$ cat config.mk
export PLATFORM = sky130hd
export DESIGN_NAME = dseq_top
export DESIGN_NICKNAME = d
export VERILOG_FILES = /design/src/rtl/dseq_pkg.sv /design/src/rtl/dseq_rst_sync.sv /design/src/rtl/dseq_timer.sv /design/src/rtl/dseq_fsm.sv /design/src/rtl/dseq_datapath.sv /design/src/rtl/dseq_top.sv
export SDC_FILE = /design/constraint.sdc
export NUM_CORES = 1
export LEC_CHECK = 0
export BUFFER_PORTS_ARGS = -buffer_cell sky130_fd_sc_hd__buf_2
export CAP_MARGIN = 20
export CORE_MARGIN = 2
export CORE_UTILIZATION = 50
export DETAILED_ROUTE_END_ITERATION = 8
export PLACE_DENSITY = 0.79
export SLEW_MARGIN = 25
export SYNTH_ARGS = -nofsm -noshare
export SYNTH_HDL_FRONTEND = slang
export SYNTH_SLANG_ARGS = --single-unit
$ cat constraint.sdc
create_clock -name clk -period 1.58 [get_ports clk]
set_input_delay 0.079 -clock clk [delete_from_list [all_inputs] [get_ports clk]]
set_output_delay 0.079 -clock clk [all_outputs]
set_load 0.01 [all_outputs]
$ cat src/rtl/dseq_pkg.sv
`timescale 1ns/1ps
package dseq_pkg;

  typedef enum logic [2:0] {
    ST_IDLE = 3'd0,
    ST_ROW  = 3'd1,
    ST_COL  = 3'd2,
    ST_WAIT = 3'd3,
    ST_PRE  = 3'd4
  } dseq_state_e;

  function automatic int unsigned max2(input int unsigned a, input int unsigned b);
    return (a > b) ? a : b;
  endfunction

endpackage

$ cat src/rtl/dseq_rst_sync.sv
`timescale 1ns/1ps
module dseq_rst_sync (
  input  logic clk,
  input  logic rst_n,
  output logic rst_n_sync_o
);
  logic [1:0] sync_q;

  always_ff @(posedge clk or negedge rst_n) begin
    if (!rst_n) sync_q <= 2'b00;
    else        sync_q <= {sync_q[0], 1'b1};
  end

  assign rst_n_sync_o = sync_q[1];
endmodule

$ cat src/rtl/dseq_timer.sv
`timescale 1ns/1ps
module dseq_timer #(
  parameter int unsigned CNT_W = 3
) (
  input  logic             clk,
  input  logic             rst_n,
  input  logic             load_i,
  input  logic [CNT_W-1:0] load_val_i,
  output logic             done_o
);
  logic [CNT_W-1:0] cnt_q, cnt_d;
  logic             cnt_en;

  always_comb begin
    cnt_en = load_i || (cnt_q != '0);
    cnt_d  = load_i ? load_val_i : cnt_q - 1'b1;
  end

  always_ff @(posedge clk or negedge rst_n) begin
    if (!rst_n)      cnt_q <= '0;
    else if (cnt_en) cnt_q <= cnt_d;
  end

  assign done_o = (cnt_q == '0);
endmodule

$ cat src/rtl/dseq_fsm.sv
`timescale 1ns/1ps
module dseq_fsm
  import dseq_pkg::*;
#(
  parameter int unsigned RCD_CLKS  = 2,
  parameter int unsigned WAIT_CLKS = 4,
  parameter int unsigned PRE_CLKS  = 2,
  parameter int unsigned CNT_W     = 3
) (
  input  logic             clk,
  input  logic             rst_n,
  input  logic             req_i,
  input  logic             tmr_done_i,
  output dseq_state_e      state_o,
  output logic             tmr_load_o,
  output logic [CNT_W-1:0] tmr_val_o,
  output logic             accept_o,
  output logic             capture_o
);
  localparam logic [CNT_W-1:0] RCD_V  = CNT_W'(RCD_CLKS - 1);
  localparam logic [CNT_W-1:0] WAIT_V = CNT_W'(WAIT_CLKS - 1);
  localparam logic [CNT_W-1:0] PRE_V  = CNT_W'(PRE_CLKS - 1);

  dseq_state_e state_q, state_d;
  logic        pend_q, pend_d;

  always_comb begin
    state_d    = state_q;
    pend_d     = pend_q;
    tmr_load_o = 1'b0;
    tmr_val_o  = '0;
    accept_o   = 1'b0;
    capture_o  = 1'b0;
    unique case (state_q)
      ST_IDLE: begin
        if (req_i) begin
          state_d    = ST_ROW;
          tmr_load_o = 1'b1;
          tmr_val_o  = RCD_V;
          accept_o   = 1'b1;
        end
      end
      ST_ROW: begin
        if (tmr_done_i) begin
          state_d    = ST_COL;
          tmr_load_o = 1'b1;
        end
      end
      ST_COL: begin
        state_d    = ST_WAIT;
        tmr_load_o = 1'b1;
        tmr_val_o  = WAIT_V;
      end
      ST_WAIT: begin
        if (tmr_done_i) begin
          state_d    = ST_PRE;
          tmr_load_o = 1'b1;
          tmr_val_o  = PRE_V;
          capture_o  = 1'b1;
        end
      end
      ST_PRE: begin
        if (req_i && !pend_q) begin
          accept_o = 1'b1;
          pend_d   = 1'b1;
        end
        if (tmr_done_i) begin
          if (pend_d) begin
            state_d    = ST_ROW;
            tmr_load_o = 1'b1;
            tmr_val_o  = RCD_V;
            pend_d     = 1'b0;
          end else begin
            state_d = ST_IDLE;
          end
        end
      end
      default: state_d = ST_IDLE;
    endcase
  end

  always_ff @(posedge clk or negedge rst_n) begin
    if (!rst_n) begin
      state_q <= ST_IDLE;
      pend_q  <= 1'b0;
    end else begin
      state_q <= state_d;
      pend_q  <= pend_d;
    end
  end

  assign state_o = state_q;

  // RAS-high run length, kept for the precharge check
  logic             ras_hi;
  logic [CNT_W-1:0] hi_cnt_q;
  assign ras_hi = (state_q == ST_IDLE) || (state_q == ST_PRE);

  always_ff @(posedge clk or negedge rst_n) begin
    if (!rst_n)                            hi_cnt_q <= CNT_W'(PRE_CLKS);
    else if (!ras_hi)                      hi_cnt_q <= '0;
    else if (hi_cnt_q != CNT_W'(PRE_CLKS)) hi_cnt_q <= hi_cnt_q + 1'b1;
  end

  AST_PRE_MIN: assert property (@(posedge clk) disable iff (!rst_n)
    (state_q == ST_ROW && $past(ras_hi)) |-> (hi_cnt_q >= CNT_W'(PRE_CLKS)));

  AST_PEND_IN_PRE: assert property (@(posedge clk) disable iff (!rst_n)
    pend_q |-> (state_q == ST_PRE));
endmodule

$ cat src/rtl/dseq_datapath.sv
`timescale 1ns/1ps
module dseq_datapath
  import dseq_pkg::*;
#(
  parameter int unsigned ROW_W  = 10,
  parameter int unsigned COL_W  = 9,
  parameter int unsigned DATA_W = 8,
  parameter int unsigned MA_W   = 10
) (
  input  logic                   clk,
  input  logic                   rst_n,
  input  logic                   accept_i,
  input  logic                   capture_i,
  input  dseq_state_e            state_i,
  input  logic [ROW_W+COL_W-1:0] addr_i,
  input  logic                   we_i,
  input  logic [DATA_W-1:0]      wdata_i,
  input  logic [DATA_W-1:0]      dq_i,
  output logic [MA_W-1:0]        addr_o,
  output logic                   we_o,
  output logic [DATA_W-1:0]      wdata_o,
  output logic                   ready_o,
  output logic [DATA_W-1:0]      rdata_o
);
  localparam int unsigned AW = ROW_W + COL_W;

  logic [AW-1:0]     addr_q;
  logic              we_q;
  logic [DATA_W-1:0] wdata_q;
  logic [DATA_W-1:0] rdata_q;
  logic              ready_q;

  always_ff @(posedge clk or negedge rst_n) begin
    if (!rst_n) begin
      addr_q  <= '0;
      we_q    <= 1'b0;
      wdata_q <= '0;
    end else if (accept_i) begin
      addr_q  <= addr_i;
      we_q    <= we_i;
      wdata_q <= wdata_i;
    end
  end

  always_ff @(posedge clk or negedge rst_n) begin
    if (!rst_n)         rdata_q <= '0;
    else if (capture_i) rdata_q <= dq_i;
  end

  always_ff @(posedge clk or negedge rst_n) begin
    if (!rst_n) ready_q <= 1'b0;
    else        ready_q <= capture_i;
  end

  logic [ROW_W-1:0] row_bits;
  logic [COL_W-1:0] col_bits;
  logic [MA_W-1:0]  row_pad, col_pad;
  assign row_bits = addr_q[AW-1:COL_W];
  assign col_bits = addr_q[COL_W-1:0];

  if (MA_W > ROW_W) begin : g_row_pad
    assign row_pad = {{(MA_W-ROW_W){1'b0}}, row_bits};
  end else begin : g_row_full
    assign row_pad = row_bits;
  end

  if (MA_W > COL_W) begin : g_col_pad
    assign col_pad = {{(MA_W-COL_W){1'b0}}, col_bits};
  end else begin : g_col_full
    assign col_pad = col_bits;
  end

  assign addr_o  = (state_i == ST_COL || state_i == ST_WAIT) ? col_pad : row_pad;
  assign we_o    = we_q;
  assign wdata_o = wdata_q;
  assign ready_o = ready_q;
  assign rdata_o = rdata_q;

  AST_ROW_ADDR_HELD: assert property (@(posedge clk) disable iff (!rst_n)
    (state_i == ST_ROW && $past(state_i) == ST_ROW) |-> $stable(addr_o));

  AST_READY_PULSE: assert property (@(posedge clk) disable iff (!rst_n)
    ready_q |=> !ready_q);
endmodule

$ cat src/rtl/dseq_top.sv
`timescale 1ns/1ps
module dseq_top
  import dseq_pkg::*;
#(
  parameter int unsigned ROW_W     = 10,
  parameter int unsigned COL_W     = 9,
  parameter int unsigned DATA_W    = 8,
  parameter int unsigned RCD_CLKS  = 2,
  parameter int unsigned WAIT_CLKS = 4,
  parameter int unsigned PRE_CLKS  = 2,
  localparam int unsigned MA_W     = max2(ROW_W, COL_W),
  localparam int unsigned AW       = ROW_W + COL_W
) (
  input  logic              clk,
  input  logic              rst_n,
  input  logic              req_i,
  input  logic              we_i,
  input  logic [AW-1:0]     addr_i,
  input  logic [DATA_W-1:0] wdata_i,
  output logic              ready_o,
  output logic [DATA_W-1:0] rdata_o,
  output logic [MA_W-1:0]   dram_a_o,
  output logic              dram_ras_n_o,
  output logic              dram_cas_n_o,
  output logic              dram_oe_n_o,
  output logic              dram_we_n_o,
  output logic [DATA_W-1:0] dram_dq_o,
  output logic              dram_dq_oe_o,
  input  logic [DATA_W-1:0] dram_dq_i
);
  localparam int unsigned MAX_CLKS = max2(max2(RCD_CLKS, WAIT_CLKS), PRE_CLKS);
  localparam int unsigned CNT_W    = $clog2(MAX_CLKS + 1);

  logic             rst_n_s;
  logic             tmr_load, tmr_done, accept, capture, we_q;
  logic [CNT_W-1:0] tmr_val;
  dseq_state_e      state;

  dseq_rst_sync u_rst (
    .clk          (clk),
    .rst_n        (rst_n),
    .rst_n_sync_o (rst_n_s)
  );

  dseq_timer #(.CNT_W(CNT_W)) u_tmr (
    .clk        (clk),
    .rst_n      (rst_n_s),
    .load_i     (tmr_load),
    .load_val_i (tmr_val),
    .done_o     (tmr_done)
  );

  dseq_fsm #(
    .RCD_CLKS  (RCD_CLKS),
    .WAIT_CLKS (WAIT_CLKS),
    .PRE_CLKS  (PRE_CLKS),
    .CNT_W     (CNT_W)
  ) u_fsm (
    .clk        (clk),
    .rst_n      (rst_n_s),
    .req_i      (req_i),
    .tmr_done_i (tmr_done),
    .state_o    (state),
    .tmr_load_o (tmr_load),
    .tmr_val_o  (tmr_val),
    .accept_o   (accept),
    .capture_o  (capture)
  );

  dseq_datapath #(
    .ROW_W  (ROW_W),
    .COL_W  (COL_W),
    .DATA_W (DATA_W),
    .MA_W   (MA_W)
  ) u_dp (
    .clk       (clk),
    .rst_n     (rst_n_s),
    .accept_i  (accept),
    .capture_i (capture),
    .state_i   (state),
    .addr_i    (addr_i),
    .we_i      (we_i),
    .wdata_i   (wdata_i),
    .dq_i      (dram_dq_i),
    .addr_o    (dram_a_o),
    .we_o      (we_q),
    .wdata_o   (dram_dq_o),
    .ready_o   (ready_o),
    .rdata_o   (rdata_o)
  );

  logic row_open, col_open;
  assign row_open = (state == ST_ROW) || (state == ST_COL) || (state == ST_WAIT);
  assign col_open = (state == ST_COL) || (state == ST_WAIT);

  assign dram_ras_n_o = !row_open;
  assign dram_cas_n_o = !col_open;
  assign dram_oe_n_o  = !(col_open && !we_q);
  assign dram_we_n_o  = !(col_open && we_q);
  assign dram_dq_oe_o = col_open && we_q;

  AST_CAS_UNDER_RAS: assert property (@(posedge clk) disable iff (!rst_n_s)
    !dram_cas_n_o |-> !dram_ras_n_o);

  AST_OE_W_EXCL: assert property (@(posedge clk) disable iff (!rst_n_s)
    !(!dram_oe_n_o && !dram_we_n_o));

  AST_WRITE_DRIVES: assert property (@(posedge clk) disable iff (!rst_n_s)
    !dram_we_n_o |-> (dram_dq_oe_o && dram_oe_n_o));

  AST_RESET_IDLE: assert property (@(posedge clk)
    !rst_n_s |-> (dram_ras_n_o && dram_cas_n_o && !ready_o));
endmodule

# == Word level (Yosys, flattened, before mapping) ==
# Index checks and enable logic that the tools add are counted.
# totals
reg_bits,46
in_bits,39
output_inout_bits,32
word_cells,59
# classes
add_sub_neg,1
eq_ne,8
mux,23
n_reduce_logical,18
# ops
op,n
3-bit 2-to-1 mux,6
3-bit case mux with 5 select lines,1
1-bit 2-to-1 mux,12
3-bit case mux with 4 select lines,1
10-bit 2-to-1 mux,1
"2-bit inequality test, second input constant",4
"3-bit by 2-bit == test with 1-bit output, second input constant",2
1-bit zero test,6
3-bit zero test,2
1-bit logical OR,4
1-bit case mux with 4 select lines,1
4-bit AND reduction,1
"3-bit by 1-bit == test with 1-bit output, second input constant",1
"3-bit == test, second input constant",1
1-bit logical AND,3
3-bit nonzero test,1
"3-bit by 1-bit subtractor with 3-bit output, second input constant",1
1-bit case mux with 2 select lines,1
2-bit OR reduction,1

# == Longest topological paths before layout ==
# Gate-level depths: netlist of the first run.
# logic_depth
ltp_word,8
ltp_mapped,8
mapped_depth_nobuf,7

# == Hierarchy ==
# Synthesis of the first run repeated with hierarchy kept, for this count alone.
# hier_totals
hier_cells,149
area_unflattened_um2,2160.8
# by_module_without_submodules
mod,instances,cells_each,area_each_um2,seq_area_each_um2
dseq_datapath,1,89,1595.3,925.9
dseq_fsm,1,31,270.3,100.1
dseq_timer,1,21,200.2,75.1
dseq_rst_sync,1,3,53.8,50.0
dseq_top,1,5,41.3,0.0

# == Worst setup path before layout of the first run ==
# No wires, ideal clock.
# synth_path
path_kind,register to register
from,register u_tmr.cnt_q[0]
to,"register u_dp.rdata_q[0], in the netlist u_dp.rdata_o[0]"
arrival_ps,1397
slack_ps,58
stages_incl_launch_ff,7
path_cell_list,dfrtp_1 inv_1 ha_1 ha_1 buf_2 nand3_4 mux2_2
# synth_between
elab_chain_cells,3
# synth_lines
element,line_no,text
start: declaration,dseq_timer.sv:11,"logic [CNT_W-1:0] cnt_q, cnt_d;"
start signal: assignment,dseq_timer.sv:21,else if (cnt_en) cnt_q <= cnt_d;
3-bit zero test,dseq_timer.sv:24,assign done_o = (cnt_q == '0);
1-bit 2-to-1 mux,dseq_fsm.sv:55,if (tmr_done_i) begin
1-bit 2-to-1 mux,dseq_fsm.sv:34,unique case (state_q)
end signal: assignment,dseq_datapath.sv:47,else if (capture_i) rdata_q <= dq_i;
end: declaration,dseq_datapath.sv:30,logic [DATA_W-1:0] rdata_q;
# No other way between the ends.
# A chain may end at the register's enable or synchronous reset.

# == Worst setup path after layout of the first run ==
# layout_path
from,"register u_fsm.state_q[2], in the netlist u_fsm.state_o[2]"
to,output port dram_a_o[9]
# layout_between
elab_chain_cells,3
word_cells_on_any_way,4
# layout_lines
element,line_no,text
start: declaration,dseq_fsm.sv:24,"dseq_state_e state_q, state_d;"
start signal: assignment,dseq_fsm.sv:87,state_q <= state_d;
3-bit by 2-bit == test with 1-bit output,dseq_datapath.sv:73,assign addr_o = (state_i == ST_COL || state_i == ST_WAIT) ? col_pad : row_pad;
1-bit logical OR (*),dseq_datapath.sv:73,
10-bit 2-to-1 mux (*),dseq_datapath.sv:73,
end: declaration,dseq_top.sv:22,"output logic [MA_W-1:0] dram_a_o,"
# Every way passes the cells marked *; elsewhere a longest branch is shown, timed or not.

==> results of run 1 <==
==> cell usage after synthesis <==
cell type	number	share of area
or3_1	1	0.0030
o221ai_1	1	0.0042
ha_1	2	0.012
nor3_1	1	0.0024
o21a_1	1	0.0036
nor2b_1	1	0.0030
nand3_4	2	0.017
o22ai_1	1	0.0030
a31oi_1	2	0.0060
and2_1	1	0.0030
nand2b_1	2	0.0060
nand2_1	33	0.059
conb_1	1	0.0018
nor2_1	4	0.0071
mux2_2	16	0.086
a21boi_0	1	0.0036
or2_2	1	0.0030
nand3b_1	1	0.0036
a21oi_1	2	0.0048
and2b_1	1	0.0036
xor2_1	2	0.0083
nor2_4	1	0.0054
buf_6	3	0.016
inv_1	9	0.016
dfrtp_1	46	0.55
buf_2	4	0.0095
o32a_1	1	0.0048
o21ai_0	2	0.0048
a21oi_2	1	0.0042
a222oi_1	1	0.0048
mux2_4	20	0.14
==> sequential cells by signal, summed over array words and instances (netlist names) <==
register       count
u_dp.addr_q       19
u_dp.rdata_o       8
u_dp.ready_o       1
u_dp.wdata_o       8
u_dp.we_o          1
u_fsm.pend_q       1
u_fsm.state_o      3
u_rst.sync_q       2
u_tmr.cnt_q        3
==> layout make-up <==
class	instances	area, um2
Sequential cell	46	1150
Fill cell	294	1240
Clock inverter	1	5.00
Tap cell	50	62.6
Timing Repair inverter	1	7.51
Multi-Input combinational cell	103	885
Inverter	9	37.5
Clock buffer	7	86.3
Timing Repair Buffer	94	556
==> metal layers <==
metal,part of all wire,track usage,up-vias
met5,0,0,-
met4,0.0080,0.0637,0
met3,0.052,0.0617,4
met2,0.53,0.313,44
met1,0.41,0.248,745
li1,-,-,736
==> power groups by stage <==
stage	Combinational (W)	Clock, W	Sequential [W]
global placement	0.00274	0	0.00207
finish	0.00303	0.000733	0.00207
global route	0.00331	0.000807	0.00214
floorplan	0.00176	0	0.00215
CTS	0.00296	0.000745	0.00206
detailed placement	0.00281	0	0.00208
==> logic make-up after synthesis <==
family	share of synthesized area
and+or+nand+nor	0.116
DFF	0.548
muxes	0.229
buffers and inverters	0.0417
AOI/OAI and AO/OA	0.0435
adders and majority gates	0.0119
xor gates and xnor gates	0.00834
other	0.00179
==> stage by stage <==
step           instances  setup TNS [ns]  instance area, um2  hold WS [ns]  power (W)
2_1_floorplan        165               0                2100        -0.217    0.00392
3_3_place_gp         293        -0.00185                2580        -0.130    0.00481
3_5_place_dp         293          -0.219                2580        -0.131    0.00489
4_1_cts              305               0                2730       0.00133    0.00577
5_1_grt              311          -0.393                2790     0.0000538    0.00626
6_report             311               0                2790       0.00507    0.00583
==> final timing paths <==
path / from / endpoint / slack [ns] / cells past startpoint
worst max register to register: u_tmr.cnt_q[1] / u_tmr.cnt_q[1] / 0.03 / 7
max in group asynchronous: u_rst.sync_q[1] / u_fsm.state_o[1] / 1.09 / 1
worst max-delay path: u_fsm.state_o[2] / dram_a_o[9] / 0.02 / 4
worst min-delay path: dram_dq_i[2] / u_dp.rdata_o[2] / 0.005 / 2
min in group asynchronous: rst_n / u_rst.sync_q[0] / 0.12 / 2
worst min register to register: u_rst.sync_q[1] / u_dp.addr_q[17] / 0.24 / 1
==> repair_timing <==
action,CTS,global route
endpoints found under the hold margin,2,4
buffers inserted,2,2
gates cloned,1,0
endpoints found under the setup margin,23,23
gates resized for setup,8,1
hold buffers,1,4
pin swaps,2,2
==> metrics.txt, run 1 <==
Mean Syn Cell Area 12.7 um2; global placer's final weighted congestion 0.749; area of the core 4030 um2; Lkg Pwr 1.48 nW; Hold Crit Class input pin to register; first-pass GRT wire length 6.53 mm; Buffers on Ports 70; DR vias/cell 4.92; Worst Path Buf+Inv 2; CP max FO 6; n_diodes 0; Total Routed Length 4.25 mm; Root Buffer clkbuf_8; combinational power share 0.520; CTS tree built; setup violators final 0; Distinct cells, synth 31; Post-Syn Instances 165; arrival time at the worst endpoint 1.48 ns; most frequent cells in the layout 70 x buf_2, 44 x dfrtp_1, 33 x nand2_1; die height 68.8 um; starting DRC count in detailed routing 131; Max Clk Rate 641 MHz; nature of the critical path endpoint output port; Worst Setup Slack, final 0.0196 ns; clock network power share 0.126; Avg WL per Cell 13.7 um; HPWL after DPL 2.96 mm; Slowest Stage Delay on Critical Path 0.38 ns; largest net degree at the start of global routing 23; status finished clean; worst path cell trace and2b_4 -> clkinvlp_4 -> and2_1 -> buf_2; min cycle time layout 1.56 ns; RSZ-0062 raised after global routing true; P per Cell Area 2090 nW/um2; CP top delay family simple AND/OR/NAND/NOR gates; drc violations 0; sw frac 0.360; max-cap violations 0; fin. max-slew vios 0; GRT Overall Usage 0.194; slowest CP cell dfrtp_1; layout cell share with drive strength beyond 1 0.556; Core Rows 23; post-route ant nets 0; Die ar. 4730 um2; fin nets 301; type of origin of the critical path register; clk_skew 0.00914 ns; Initial Util 0.521; CTS Sinks 46; syn nets 206; register area share after synthesis 0.548; Worst VDD drop 0.00116 V; DP Worst Slack -0.0621 ns; clk_lat worst skew 0.30 ns; Die X-Extent 68.8 um; vias 1529; H-tree levels 2; Reg clk slew, reported paths 0.08 ns; Crit Path Class register to output port; Final period util 0.988; initial antenna violation count 0; GRT overflow 0; vias in the first global route 1433; total CTS buffers 5; I/O pin cnt 71; Req. time, crit path 1.50 ns; Final Hold Fails 0; Util after Layout 0.693; Pint 0.00373 W; sequential fraction of design power 0.354; YS warnings 0; Cell Area, Synth 2100 um2; switching power 0.00210 W; commonest non-fill, non-tap cell in the layout buf_2; Yosys reg bits 46; DRT Pass-1 Iters 4; area grow syn2layout 33.0%; CTS Buffer Depth 2
(Power assumes the default switching activity.)
==> inputs of run 2 (changes only) <==
SYNTH_HIERARCHICAL = 1   (was unset)
==> run 2 against run 1 <==
Register-to-register slack got worse by 0.31 ns. Count of clock-buffer cells in the layout shrank 1. Synthesized cell count is 9.7% lower. Critical path depth rose by 5. The flow now finishes with violations (negative setup slack). Total power up 16%. Largest power group unchanged. Sequential share of layout area decreased by 6.4 points. Maximum frequency down 16%. Design area is 18% higher.
==> metrics.txt, run 2 <==
register area share after synthesis 0.533 (-0.0156); min cycle time layout 1.86 ns (+0.298 ns); Yosys reg bits 46 (unchanged); post-route ant nets 0 (unchanged); global placer's final weighted congestion 0.813 (+8.5%); CP Capture Point u_tmr/cnt_q[1]; fin nets 303 (+0.66%); starting DRC count in detailed routing 69 (-47%); HPWL after DPL 2.99 mm (+1.1%); clk_lat worst skew 0.30 ns (about the same); RSZ-0062 raised after global routing true; Final Hold Fails 0 (unchanged); EDFF count, synth 0 (unchanged); layout cell share with drive strength beyond 1 0.703 (+0.148); CTS Buffer Depth 2 (unchanged); setup violators final 35 (+35); most common flop cell mapped by yosys dfrtp_1; arrival time at the worst endpoint 2.02 ns (+0.54 ns); worst path cell trace inv_2 -> ha_4 -> nand2b_4 -> inv_4 -> buf_6 -> nand3b_1 -> o211ai_4 -> nor4b_1 -> a311oi_2; YS warnings 6 (+6); status complete, but fails checks; nature of the critical path endpoint register; Final period util 1.18 (+0.188); Worst Setup SP u_tmr/cnt_q[0]; CP max FO 7 (+1); Avg WL per Cell 16.6 um (+22%); n_diodes 0 (unchanged); Max Clk Rate 538 MHz (-16%); commonest non-fill, non-tap cell in the layout buf_2; R2R Setup Slk -0.28 ns (-0.31 ns); die height 69.7 um (+1.4%); failing checks negative setup slack; Reg clk slew, reported paths 0.08 ns (about the same); area grow syn2layout 52.8%; total CTS buffers 5 (unchanged); Total Routed Length 5.21 mm (+23%); Core Rows 23 (unchanged); Worst Setup Slack, final -0.278 ns (-0.298 ns); initial antenna violation count 0 (unchanged); Min Hold Slack 0.00716 ns (+0.00209 ns); Synth area leader dfrtp_1; Largest Register u_dp/addr_q; max-cap violations 0 (unchanged); first-pass GRT wire length 7.58 mm (+16%); RR Startpoint u_tmr/cnt_q[0]; slowest CP cell nor4b_1; CTS Sinks 46 (unchanged); Placed Area 2710 um2 (+4.6%); vias 1587 (+3.8%); R2R depth 9 (+2); ys async rst share 1.00 (unchanged); Hold Crit Class input pin to register; CTS tree built; top cells by area in the synthesized netlist dfrtp_1 53%, mux2_4 14%, mux2_2 13%; most common cell in the netlist dfrtp_1; Sequential Area 1150 um2 (unchanged); Req. time, crit path 1.74 ns (+0.24 ns); DR vias/cell 5.07 (+3.1%); largest net degree at the start of global routing 30 (+30%); Cell Area, Synth 2160 um2 (+2.9%); multi-input logic area 1110 um2 (+26%); cell area after layout 3300 um2 (+18%); Fillers 245 (-17%); Buffers on Ports 70 (unchanged); Post-Syn Instances 149 (-9.7%); area of the core 4090 um2 (+1.4%); P per Cell Area 2050 nW/um2 (-1.9%); vias in the first global route 1575 (+9.9%); drc violations 0 (unchanged); max reg flops 19 (unchanged); Mean Syn Cell Area 14.5 um2 (+14%); GRT overflow 0 (unchanged); Crit Path Class register to register; DRT Pass-1 Iters 4 (unchanged); Root Buffer clkbuf_8; Die X-Extent 69.7 um (+1.4%); top post-synthesis cells by count 46 x dfrtp_1, 25 x mux2_2, 20 x mux2_4; most frequent cells in the layout 61 x buf_2, 45 x mux2_4, 44 x dfrtp_1; Distinct cells, synth 34 (+9.7%); GRT Overall Usage 0.197 (+0.00367); syn nets 190 (-7.8%); clk_skew 0.00871 ns (-0.000422 ns); Initial Util 0.529 (+0.00766); H-tree levels 2 (unchanged); Die ar. 4860 um2 (+2.8%); type of origin of the critical path register; Slowest Stage Delay on Critical Path 0.48 ns (+0.10 ns); Lkg Pwr 1.63 nW (+10%); Worst VDD drop 0.00101 V (-12%); fin. max-slew vios 0 (unchanged); RR Endpoint u_tmr/cnt_q[1]; DP Worst Slack -0.242 ns (-0.180 ns); top cell type's share of synthesized area 0.533 (-0.0156); I/O pin cnt 71 (unchanged)
-- run 2: cell types whose count changed after synthesis, sizes merged, moves of 2 or more --
cell,before,now
nand3,2,0
nor2b,1,3
inv,9,5
or2b,0,2
nor4b,0,2
nand2b,2,4
mux2,36,45
nand2,33,4
or3b,0,2
-- run 2: final cells by class --
| cell class | count | area share |
|---|---|---|
| Multi-Input combinational cell | 91 | 0.337 |
| Inverter | 5 | 0.00644 |
| Clock buffer | 6 | 0.0220 |
| Sequential cell | 46 | 0.350 |
| Clock inverter | 2 | 0.00417 |
| Timing Repair Buffer | 113 | 0.262 |
| Tap cell | 50 | 0.0190 |
-- run 2: cell families (layout without fill, tap and decap cells) --
logic type | after synthesis | after routing | share of synthesized area
AND/OR/NAND/NOR | 27 | 28 | 0.0822
XOR/XNOR | 1 | 1 | 0.00405
flip-flops | 46 | 46 | 0.533
other | 2 | 2 | 0.00348
AO/OA/AOI/OAI | 13 | 13 | 0.0475
adder cells (fa/ha/maj) | 2 | 2 | 0.0116
multiplexers | 45 | 45 | 0.269
buffers and inverters | 13 | 126 | 0.0492
-- run 2: worst min path at each step --
stage | from | end | slack (ns) | cells after the start
after global routing | wdata_i[5] | u_dp/wdata_o[5] | -0.006 | 2
after detailed placement | rst_n | u_rst/sync_q[0] | -0.13 | 1
after global placement | rst_n | u_rst/sync_q[0] | -0.13 | 1
after floorplan | rst_n | u_rst/sync_q[0] | -0.22 | 0
after CTS | addr_i[9] | u_dp/addr_q[9] | 0.001 | 2
final | dram_dq_i[3] | u_dp/rdata_o[3] | 0.007 | 2
-- run 2: per-layer routing --
metal / up-vias / part of all wire / GRT usage / wire length [um]
met5: - / 0 / 0 / 0
met4: 0 / 0.023 / 0.0705 / 119
met3: 11 / 0.056 / 0.0392 / 292
met2: 64 / 0.50 / 0.315 / 2630
met1: 760 / 0.42 / 0.270 / 2170
li1: 752 / - / - / -
-- run 2: report_power, final --
group          total [W]  internal, W  switching, W
combinational    0.00398      0.00247       0.00151
sequential       0.00210      0.00173      0.000362
clock           0.000695     0.000312      0.000383
-- run 2: stage by stage --
step,util,cells,TNS (ns),total power [W]
5_1_grt,0.808,313,-4.36,0.00716
4_1_cts,0.720,304,-1.38,0.00577
6_report,0.808,313,-2.07,0.00677
3_3_place_gp,0.662,282,-0.799,0.00470
3_5_place_dp,0.662,282,-1.80,0.00478
2_1_floorplan,-,149,-1.26,0.00379
-- run 2: timing repair --
action,in CTS,in global routing
pin swaps,4,11
buffers inserted,9,7
gates cloned,2,2
resized for setup,13,53
hold endpoints to repair,4,1
endpoints found under the setup margin,20,30
hold buffers,3,1
-- run 2: critical path, delay by kind of cell (launching register included) --
kind	cells	cell delay, ns
adders and majority gates	1	0.18
DFF	1	0.39
buffers and inverters	3	0.23
AOI/OAI and AO/OA	2	0.22
and+or+nand+nor	3	0.71
